### config.mk
export PLATFORM = sky130hd
export DESIGN_NAME = sbox_tower
export DESIGN_NICKNAME = d
export VERILOG_FILES = /design/src/rtl/sbox_tower.sv
export SDC_FILE = /design/constraint.sdc
export NUM_CORES = 1
export LEC_CHECK = 0
export ABC_AREA = 1
export CELL_PAD_IN_SITES_DETAIL_PLACEMENT = 2
export CELL_PAD_IN_SITES_GLOBAL_PLACEMENT = 2
export CORE_ASPECT_RATIO = 0.6
export CORE_MARGIN = 2
export CORE_UTILIZATION = 34
export CTS_CLUSTER_DIAMETER = 40
export DETAILED_ROUTE_END_ITERATION = 8
export PLACE_DENSITY = 0.95
export SETUP_SLACK_MARGIN = 0.5
export SYNTH_ARGS = -nofsm -noshare
export SYNTH_HDL_FRONTEND = slang
export SYNTH_SLANG_ARGS = --single-unit
export TNS_END_PERCENT = 50
### constraint.sdc
create_clock -name clk -period 0.8 [get_ports clk]
set_input_delay 0.16 -clock clk [delete_from_list [all_inputs] [get_ports clk]]
set_output_delay 0.16 -clock clk [all_outputs]
set_load 0.05 [all_outputs]
### src/rtl/sbox_tower.sv
module sbox_tower #(
  parameter bit OUT_REG = 1'b1
) (
  input  logic       clk,
  input  logic       rst_n,
  input  logic       dir_inv,
  input  logic [7:0] din,
  output logic [7:0] dout
);

  function automatic logic [7:0] fmul(logic [7:0] a, logic [7:0] b);
    logic [7:0] p;
    logic [7:0] x;
    p = 8'h00;
    x = a;
    for (int i = 0; i < 8; i++) begin
      if (b[i]) p = p ^ x;
      x = {x[6:0], 1'b0} ^ (x[7] ? 8'h1b : 8'h00);
    end
    return p;
  endfunction

  function automatic logic [7:0] mapv(logic [63:0] m, logic [7:0] v);
    logic [7:0] r;
    r = 8'h00;
    for (int n = 0; n < 8; n++)
      if (v[n]) r = r ^ m[8*n +: 8];
    return r;
  endfunction

  function automatic logic [63:0] build_to_poly();
    logic [7:0] w;
    logic [7:0] y;
    logic [7:0] yk;
    logic [7:0] c2;
    logic [7:0] c3;
    logic [7:0] c4;
    logic [63:0] m;
    w = 8'h00;
    y = 8'h00;
    m = '0;
    for (int c = 2; c < 256; c++)
      if (w == 8'h00 && (fmul(c[7:0], c[7:0]) ^ c[7:0]) == 8'h01) w = c[7:0];
    for (int c = 2; c < 256; c++) begin
      c2 = fmul(c[7:0], c[7:0]);
      c3 = fmul(c2, c[7:0]);
      c4 = fmul(c2, c2);
      if (y == 8'h00 && (c4 ^ c3 ^ c2 ^ w) == 8'h00) y = c[7:0];
    end
    yk = 8'h01;
    for (int k = 0; k < 4; k++) begin
      m[16*k +: 8]     = yk;
      m[16*k + 8 +: 8] = fmul(w, yk);
      yk = fmul(yk, y);
    end
    return m;
  endfunction

  function automatic logic [63:0] build_to_tower(logic [63:0] f);
    logic [63:0] m;
    m = '0;
    for (int k = 0; k < 8; k++)
      for (int t = 0; t < 256; t++)
        if (mapv(f, t[7:0]) == 8'(1 << k)) m[8*k +: 8] = t[7:0];
    return m;
  endfunction

  localparam logic [63:0] TO_POLY  = build_to_poly();
  localparam logic [63:0] TO_TOWER = build_to_tower(TO_POLY);

  function automatic logic [1:0] g4mul(logic [1:0] a, logic [1:0] b);
    return {(a[1] & b[1]) ^ (a[1] & b[0]) ^ (a[0] & b[1]),
            (a[1] & b[1]) ^ (a[0] & b[0])};
  endfunction

  function automatic logic [1:0] g4inv(logic [1:0] a);
    return {a[1], a[1] ^ a[0]};
  endfunction

  function automatic logic [1:0] g4w(logic [1:0] a);
    return {a[1] ^ a[0], a[1]};
  endfunction

  function automatic logic [7:0] times_y(logic [7:0] a);
    return {a[5:4] ^ a[7:6], a[3:2] ^ a[7:6], a[1:0], g4w(a[7:6])};
  endfunction

  function automatic logic [1:0] det3(logic [1:0] a, logic [1:0] b, logic [1:0] c,
                                      logic [1:0] d, logic [1:0] e, logic [1:0] f,
                                      logic [1:0] g, logic [1:0] h, logic [1:0] i);
    return g4mul(a, g4mul(e, i) ^ g4mul(f, h)) ^
           g4mul(b, g4mul(d, i) ^ g4mul(f, g)) ^
           g4mul(c, g4mul(d, h) ^ g4mul(e, g));
  endfunction

  function automatic logic [7:0] tower_inv(logic [7:0] a);
    logic [7:0] col [4];
    logic [1:0] mm  [4][4];
    logic [1:0] s   [3][3];
    logic [1:0] mn  [4];
    logic [1:0] dt;
    logic [1:0] di;
    logic [7:0] r;
    int idx;
    col[0] = a;
    for (int c = 1; c < 4; c++) col[c] = times_y(col[c-1]);
    for (int rr = 0; rr < 4; rr++)
      for (int c = 0; c < 4; c++) mm[rr][c] = col[c][2*rr +: 2];
    dt = 2'b00;
    for (int sk = 0; sk < 4; sk++) begin
      for (int rr = 1; rr < 4; rr++) begin
        idx = 0;
        for (int c = 0; c < 4; c++)
          if (c != sk) begin
            s[rr-1][idx] = mm[rr][c];
            idx++;
          end
      end
      mn[sk] = det3(s[0][0], s[0][1], s[0][2], s[1][0], s[1][1], s[1][2],
                    s[2][0], s[2][1], s[2][2]);
      dt = dt ^ g4mul(mm[0][sk], mn[sk]);
    end
    di = g4inv(dt);
    r = 8'h00;
    for (int k = 0; k < 4; k++) r[2*k +: 2] = g4mul(mn[k], di);
    return r;
  endfunction

  function automatic logic [7:0] rotl(logic [7:0] v, int n);
    return (v << n) | (v >> (8 - n));
  endfunction

  logic [7:0] pre, inv_out, res;

  assign pre     = dir_inv ? (rotl(din, 1) ^ rotl(din, 3) ^ rotl(din, 6) ^ 8'h05) : din;
  assign inv_out = mapv(TO_POLY, tower_inv(mapv(TO_TOWER, pre)));
  assign res     = dir_inv ? inv_out
                           : (inv_out ^ rotl(inv_out, 1) ^ rotl(inv_out, 2) ^
                              rotl(inv_out, 3) ^ rotl(inv_out, 4) ^ 8'h63);

  if (OUT_REG) begin : g_reg
    always_ff @(posedge clk or negedge rst_n)
      if (!rst_n) dout <= 8'h00;
      else        dout <= res;
  end else begin : g_comb
    assign dout = res;
  end

endmodule


==> results.json, run 1 <==
{
  "mappedNetlistNets": 877,
  "synth.ff_latch_count": 8,
  "synth_top_cell_by_area": "sky130_fd_sc_hd__nand2_1",
  "outcome": "aborted with a tool error",
  "seq_area_frac_synth": 0.0461,
  "die_h_um": 91.5,
  "post-synth-top-area-fraction": 0.310,
  "netlist_top_cells_area": "sky130_fd_sc_hd__nand2_1, sky130_fd_sc_hd__nand3_1, sky130_fd_sc_hd__inv_1",
  "hpwlAfterDp_mm": 24.4,
  "die_w_um": 150,
  "synthesis.area_mm2": 0.00434,
  "rows": 31,
  "failing_step": "3_5_place_dp",
  "gpl.final_weighted_congestion": 0.958,
  "yosysWarningCount": 0,
  "port_buffer_count": 18,
  "toolErrorMsg": "[ERROR DPL-0033] detailed placement checks failed during check placement.",
  "start_util": 0.354,
  "boundaryPins": 19,
  "syn_avg_cell_area_um2": 5.07,
  "ys_types": 33,
  "synthesis.instances": 856
}
[cells by family after synthesis]
group / Yosys count / share of synthesized area
AOI/OAI and AO/OA: 23 / 0.0340
xor gates and xnor gates: 38 / 0.0854
adders and majority gates: 10 / 0.0288
buffers and inverters: 124 / 0.115
DFF: 8 / 0.0461
and+or+nand+nor: 653 / 0.690
[per-stage QoR]
stage	hold WS, ns	setup WS (ns)	std cells	TNS (ns)
floorplan	-0.136	-3.92	856	-30.91
global placement	0.442	-5.25	1160	-41.29
[cells in the mapped netlist]
| cell | instances |
|---|---|
| sky130_fd_sc_hd__nand2_4 | 9 |
| sky130_fd_sc_hd__or2_2 | 1 |
| sky130_fd_sc_hd__o21ai_4 | 1 |
| sky130_fd_sc_hd__o211ai_1 | 1 |
| sky130_fd_sc_hd__xor2_4 | 1 |
| sky130_fd_sc_hd__nand4_1 | 11 |
| sky130_fd_sc_hd__nand3_1 | 168 |
| sky130_fd_sc_hd__inv_2 | 15 |
| sky130_fd_sc_hd__o21ai_1 | 3 |
| sky130_fd_sc_hd__inv_4 | 1 |
| sky130_fd_sc_hd__o21bai_1 | 3 |
| sky130_fd_sc_hd__o21ai_0 | 9 |
| sky130_fd_sc_hd__nor2_1 | 41 |
| sky130_fd_sc_hd__nand3b_1 | 2 |
| sky130_fd_sc_hd__nand3_2 | 13 |
| sky130_fd_sc_hd__a21oi_2 | 1 |
| sky130_fd_sc_hd__xnor2_4 | 1 |
| sky130_fd_sc_hd__o21ai_2 | 2 |
| sky130_fd_sc_hd__nand2_2 | 44 |
| sky130_fd_sc_hd__buf_4 | 3 |
| sky130_fd_sc_hd__a21oi_1 | 3 |
| sky130_fd_sc_hd__dfrtp_1 | 8 |
| sky130_fd_sc_hd__xnor2_1 | 12 |
| sky130_fd_sc_hd__inv_1 | 95 |
| sky130_fd_sc_hd__clkinv_1 | 3 |
| sky130_fd_sc_hd__nand2_1 | 358 |
| sky130_fd_sc_hd__buf_6 | 2 |
| sky130_fd_sc_hd__xor2_1 | 24 |
| sky130_fd_sc_hd__buf_2 | 5 |
| sky130_fd_sc_hd__nand3_4 | 2 |
| sky130_fd_sc_hd__and2_1 | 1 |
| sky130_fd_sc_hd__ha_1 | 10 |
| sky130_fd_sc_hd__nor2_2 | 3 |
==> inputs of run 2 (changes only) <==
Settings changed: CELL_PAD_IN_SITES_DETAIL_PLACEMENT 2 to default, CELL_PAD_IN_SITES_GLOBAL_PLACEMENT 2 to default, CORE_ASPECT_RATIO 0.6 to default, CORE_UTILIZATION 34 to 32, CTS_CLUSTER_DIAMETER 40 to default, PLACE_DENSITY 0.95 to default, PLACE_DENSITY_LB_ADDON from default to 0.15, SETUP_SLACK_MARGIN 0.5 to default.
==> run 2 against run 1 <==
Net effect: the flow now finishes, with violations (setup timing); synthesized cell count unchanged; area after synthesis unchanged.
==> results.json, run 2 <==
{
  "hpwlAfterDp_mm": 11.9,
  "grt_total_ovfl": 0,
  "globalRoute.busiestLayer": "met2",
  "ys_types": 33,
  "cts_hold_buffers": 0,
  "vias": 5852,
  "largest_reg_flops": 8,
  "drt-wirelength-per-cell_um": 12.7,
  "synthesis.area_mm2": 0.00434,
  "pnr_worst_setup_slack_ns": -4.30,
  "grtUsageMet3": 0.00943,
  "port_buffer_count": 18,
  "boundaryPins": 19,
  "mappedNetlistNets": 877,
  "antenna_violating_nets_remaining": 0,
  "worst_slew_margin_rel": 0.804,
  "groute.layer.met1.usage": 0.277,
  "crit_path_max_fanout": 5,
  "instances_no_fill": 1211,
  "cp_data_arrival_time_ns": 5.21,
  "reg.largest.list": "dout (8)",
  "drt_drc_violations_left": 0,
  "fin_area_mm2": 0.00708,
  "cts_htree_levels": 1,
  "die_h_um": 120,
  "die_w_um": 120,
  "timing.fmax_mhz": 196,
  "start_kind": "input port",
  "max_cap_violations": 0,
  "design.core.area_mm2": 0.0132,
  "timing.final.max_slew_violations": 0,
  "netlist_top_cells_area": "sky130_fd_sc_hd__nand2_1, sky130_fd_sc_hd__nand3_1, sky130_fd_sc_hd__inv_1",
  "post_route_cells_drive_above_1_share": 0.423,
  "pin_count_of_the_biggest_net_entering_global_routing": 18,
  "placed_area_mm2": 0.00603,
  "diodes": 0,
  "critical_path.slowest_cell": "sky130_fd_sc_hd__ha_4",
  "cts_made_buffers": 3,
  "num-fill-cells": 1358,
  "gpl.final_weighted_congestion": 0.867,
  "clk_root_buffer_cell": "sky130_fd_sc_hd__clkbuf_16",
  "synth_common_cells": "sky130_fd_sc_hd__nand2_1, sky130_fd_sc_hd__nand3_1, sky130_fd_sc_hd__inv_1",
  "violated_checks": "setup timing",
  "critPathRequiredTime_ns": 0.91,
  "largest_reg_by_ff_count": "dout",
  "final_number_of_hold_violating_endpoints": 0,
  "seq_area_frac_synth": 0.0461,
  "groute.layer.met2.usage": 0.375,
  "fin_hold_ws_ns": 0.241,
  "number_of_flops_mapped_to_enable_cells_by_yosys": 0,
  "critical_path_end": "dout[2]",
  "crit_start": "din[3]",
  "yosys.cell_count.top_type": "sky130_fd_sc_hd__nand2_1",
  "hold_class": "in -> async",
  "cts_tree": "built",
  "worst_path_largest_cell_delay_ns": 0.31,
  "clk_pin_slew_worst_paths_ns": 0.04,
  "antenna_violations_before_repair": 0,
  "drt_wl_total_mm": 15.4,
  "post-synth-top-area-fraction": 0.310,
  "floorplan.die_area_mm2": 0.0145,
  "post_drt_via_cell_ratio": 4.83,
  "grt_first_pass_wirelength_mm": 25.2,
  "first_iter_violations": 244,
  "rsz0062_at_grt": "yes",
  "yosysWarningCount": 0,
  "place.detailed.instances": 1165,
  "grt_util_all_layers": 0.208,
  "cts-root-to-sink-buffers": 2,
  "via_count_of_the_first_global_routing_pass": 5485,
  "synth.ff_latch_count": 8,
  "mostFrequentLayoutCells": "sky130_fd_sc_hd__nand2_1, sky130_fd_sc_hd__buf_4, sky130_fd_sc_hd__nand3_1",
  "tightestPinTransition_ns": 0.291,
  "synth_top_cell_by_area": "sky130_fd_sc_hd__nand2_1",
  "rows": 42,
  "ys_dominant_reg_cell": "sky130_fd_sc_hd__dfrtp_1",
  "first_pass_iters": 5,
  "min_period_ns": 5.10,
  "outcome": "finished with violations",
  "tritoncts_num_sinks": 8,
  "final_min_period_over_clock_period": 6.38,
  "areaGrowthSynthToFinish_pct": 63.3,
  "start_util": 0.328,
  "syn_avg_cell_area_um2": 5.07,
  "finalSetupViolations": 16,
  "synthesis.instances": 856,
  "crit_path_frequent_cell": "sky130_fd_sc_hd__nand2_2",
  "timing.critical_path.to_type": "flip-flop",
  "ys_async_sr_fraction": 1.00,
  "setup.worst_path.class": "in -> reg",
  "finish.net_count": 1058,
  "mostFrequentLayoutCell": "sky130_fd_sc_hd__nand2_1"
}
[run 2: cells by family after synthesis]
family,synth area share
buffers and inverters,0.115
DFF,0.0461
AOI/OAI and AO/OA,0.0340
and+or+nand+nor,0.690
adders and majority gates,0.0288
xor gates and xnor gates,0.0854
[run 2: layout make-up]
cell class | instances | area, µm² | share of cell area
clock buffers | 3 | 75.1 | 0.0106
flip-flops and latches | 8 | 200 | 0.0283
well taps | 176 | 220 | 0.0311
inverters | 114 | 492 | 0.0694
repair buffers | 183 | 1600 | 0.226
multi-input cells | 727 | 4500 | 0.635
[run 2: per-stage QoR]
| stage | util | setup WS (ns) | setup TNS, ns |
|---|---|---|---|
| detailed placement | 0.456 | -5.19 | -40.97 |
| floorplan | - | -3.93 | -30.96 |
| finish | 0.535 | -4.30 | -34.95 |
| global placement | 0.456 | -5.13 | -40.57 |
| CTS | 0.504 | -4.20 | -34.31 |
| global route | 0.535 | -4.71 | -38.44 |
[run 2: metal layers]
metal	wire length [µm]	share of wire	vias to the layer above
met5	0	0	-
met4	246	0.016	0
met3	449	0.029	22
met2	7760	0.50	94
met1	6960	0.45	2659
li1	-	-	3077
[run 2: how the worst min path moves through the flow]
| stage | start | to | cells past startpoint |
|---|---|---|---|
| 2_1_floorplan | rst_n | dout[0] | 0 |
| 3_3_place_gp | rst_n | dout[7] | 2 |
| 3_5_place_dp | rst_n | dout[6] | 2 |
| 4_1_cts | rst_n | dout[4] | 2 |
| 5_1_grt | rst_n | dout[4] | 2 |
| 6_report | rst_n | dout[4] | 2 |
[run 2: what timing repair did]
| action | 4_1_cts | 5_1_grt |
|---|---|---|
| gates resized for setup | 135 | 78 |
| pin swaps | 69 | 71 |
| hold endpoints to repair | 0 | 0 |
| setup buffers | 33 | 8 |
| setup endpoints to repair | 16 | 16 |
| gates cloned | 3 | 0 |
[run 2: worst max-delay path, delay by kind of cell]
family | cells | cell delay (ns)
buf+inv | 7 | 0.51
simple gates | 35 | 2.97
fa+ha+maj | 2 | 0.55
xor+xnor | 4 | 0.76
compound gates | 1 | 0.23
Power of run 2 is not shown: default switching activity piles up to over one toggle a cycle in this logic, so the estimate is an artifact.
==> inputs of run 3 (changes only) <==
Settings changed: ABC_CLOCK_PERIOD_IN_PS from default to 800, SETUP_SLACK_MARGIN from default to 0.05.
==> run 3 against run 2 <==
Net effect: wire length is 1.4% higher; sequential cell count is the same; die area is the same; critical path type unchanged; final area increased by 2.3%; via count up 0.19%; the run still ends with setup timing left; fmax fell by 0.96%; first-iteration DRC count is 34% higher; count of clock-buffer cells in the layout did not move; largest cell class unchanged; global-route usage shrank 0.11 points.
==> results.json, run 3 (synthesized netlist as in run 2, its figures left out) <==
{
  "timing.critical_path.to_type": "flip-flop",
  "die_w_um": 120,
  "grt_util_all_layers": 0.207,
  "grt_first_pass_wirelength_mm": 25.1,
  "clk_pin_slew_worst_paths_ns": 0.04,
  "crit_path_max_fanout": 7,
  "antenna_violations_before_repair": 0,
  "timing.final.max_slew_violations": 0,
  "cts_made_buffers": 3,
  "drt-wirelength-per-cell_um": 12.9,
  "cts-root-to-sink-buffers": 2,
  "vias": 5863,
  "cp_data_arrival_time_ns": 5.26,
  "critical_path.slowest_cell": "sky130_fd_sc_hd__ha_4",
  "rows": 42,
  "hold_class": "in -> async",
  "start_util": 0.328,
  "drt_drc_violations_left": 0,
  "reg.largest.list": "dout (8)",
  "cts_htree_levels": 1,
  "worst_slew_margin_rel": 0.800,
  "largest_reg_flops": 8,
  "min_period_ns": 5.15,
  "worst_path_largest_cell_delay_ns": 0.32,
  "final_min_period_over_clock_period": 6.44,
  "die_h_um": 120,
  "num-fill-cells": 1334,
  "hpwlAfterDp_mm": 11.9,
  "floorplan.die_area_mm2": 0.0145,
  "boundaryPins": 19,
  "rsz0062_at_grt": "yes",
  "tritoncts_num_sinks": 8,
  "finish.net_count": 1061,
  "final_number_of_hold_violating_endpoints": 0,
  "path_delay_family": "simple AND/OR/NAND/NOR gates",
  "port_buffer_count": 18,
  "first_iter_violations": 327,
  "first_pass_iters": 5,
  "largest_reg_by_ff_count": "dout",
  "violated_checks": "setup timing",
  "clk_root_buffer_cell": "sky130_fd_sc_hd__clkbuf_16",
  "grt_total_ovfl": 0,
  "post_route_cells_drive_above_1_share": 0.447,
  "areaGrowthSynthToFinish_pct": 67.0,
  "via_count_of_the_first_global_routing_pass": 5440,
  "start_kind": "input port",
  "setup.worst_path.class": "in -> reg",
  "antenna_violating_nets_remaining": 0,
  "finalSetupViolations": 16,
  "fin_area_mm2": 0.00725,
  "max_cap_violations": 0,
  "placed_area_mm2": 0.00603,
  "post_drt_via_cell_ratio": 4.83,
  "pin_count_of_the_biggest_net_entering_global_routing": 18,
  "crit_path_frequent_cell": "sky130_fd_sc_hd__nand2_2",
  "mostFrequentLayoutCells": "sky130_fd_sc_hd__nand2_1, sky130_fd_sc_hd__buf_4, sky130_fd_sc_hd__nand3_1",
  "critPathRequiredTime_ns": 0.91,
  "outcome": "finished with violations",
  "timing.fmax_mhz": 194,
  "diodes": 0,
  "pnr_worst_setup_slack_ns": -4.35,
  "tightestPinTransition_ns": 0.297,
  "critical_path.n_buffers_inverters": 9,
  "drt_wl_total_mm": 15.6,
  "cts_tree": "built",
  "gpl.final_weighted_congestion": 0.867,
  "design.core.area_mm2": 0.0132,
  "mostFrequentLayoutCell": "sky130_fd_sc_hd__nand2_1"
}
run 3: cell count changes in the layout (fill, tap and decap cells not counted), sizes merged:
cell	before	now
buf	182	185
run 3: stage by stage:
step / setup TNS (ns) / hold slack [ns] / setup slack [ns] / std cells / util
3_5_place_dp: -40.97 / 0.487 / -5.19 / 1165 / 0.456
6_report: -35.37 / 0.242 / -4.35 / 1214 / 0.547
5_1_grt: -38.63 / 0.281 / -4.76 / 1214 / 0.547
4_1_cts: -34.69 / 0.245 / -4.26 / 1201 / 0.502
2_1_floorplan: -30.96 / -0.136 / -3.93 / 856 / -
3_3_place_gp: -40.57 / 0.487 / -5.13 / 1165 / 0.456
run 3: cell type report:
| type | count | area, µm² | share of cell area |
|---|---|---|---|
| clock buffer | 3 | 75.1 | 0.0104 |
| inverter | 114 | 489 | 0.0675 |
| multi-input combinational | 727 | 4630 | 0.639 |
| sequential | 8 | 200 | 0.0276 |
| tap | 176 | 220 | 0.0304 |
| timing repair buffer | 186 | 1630 | 0.225 |
run 3: path summary, 6_finish.rpt:
path / startpoint / end / slack [ns] / cells after the start
min: rst_n / dout[4] / 0.24 / 2
min in group clk: dir_inv / dout[5] / 0.54 / 4
max in group asynchronous: rst_n / dout[2] / 0.46 / 2
max: din[3] / dout[2] / -4.35 / 48
run 3: what timing repair did:
| action | in CTS | in global routing |
|---|---|---|
| endpoints found under the hold margin | 0 | 0 |
| pin swaps | 70 | 84 |
| resized for setup | 126 | 118 |
| buffers inserted | 32 | 12 |
| cloned | 2 | 1 |
| hold buffers | 0 | 0 |
| setup endpoints to repair | 16 | 16 |
run 3: routing by layer:
metal,vias up,track usage,part of all wire
met2,86,0.379,0.51
met1,2670,0.276,0.46
li1,3087,-,-
met5,-,0,0
met4,0,0.0233,0.014
met3,20,0.00802,0.018
Power of run 3 is left out for the same reason.
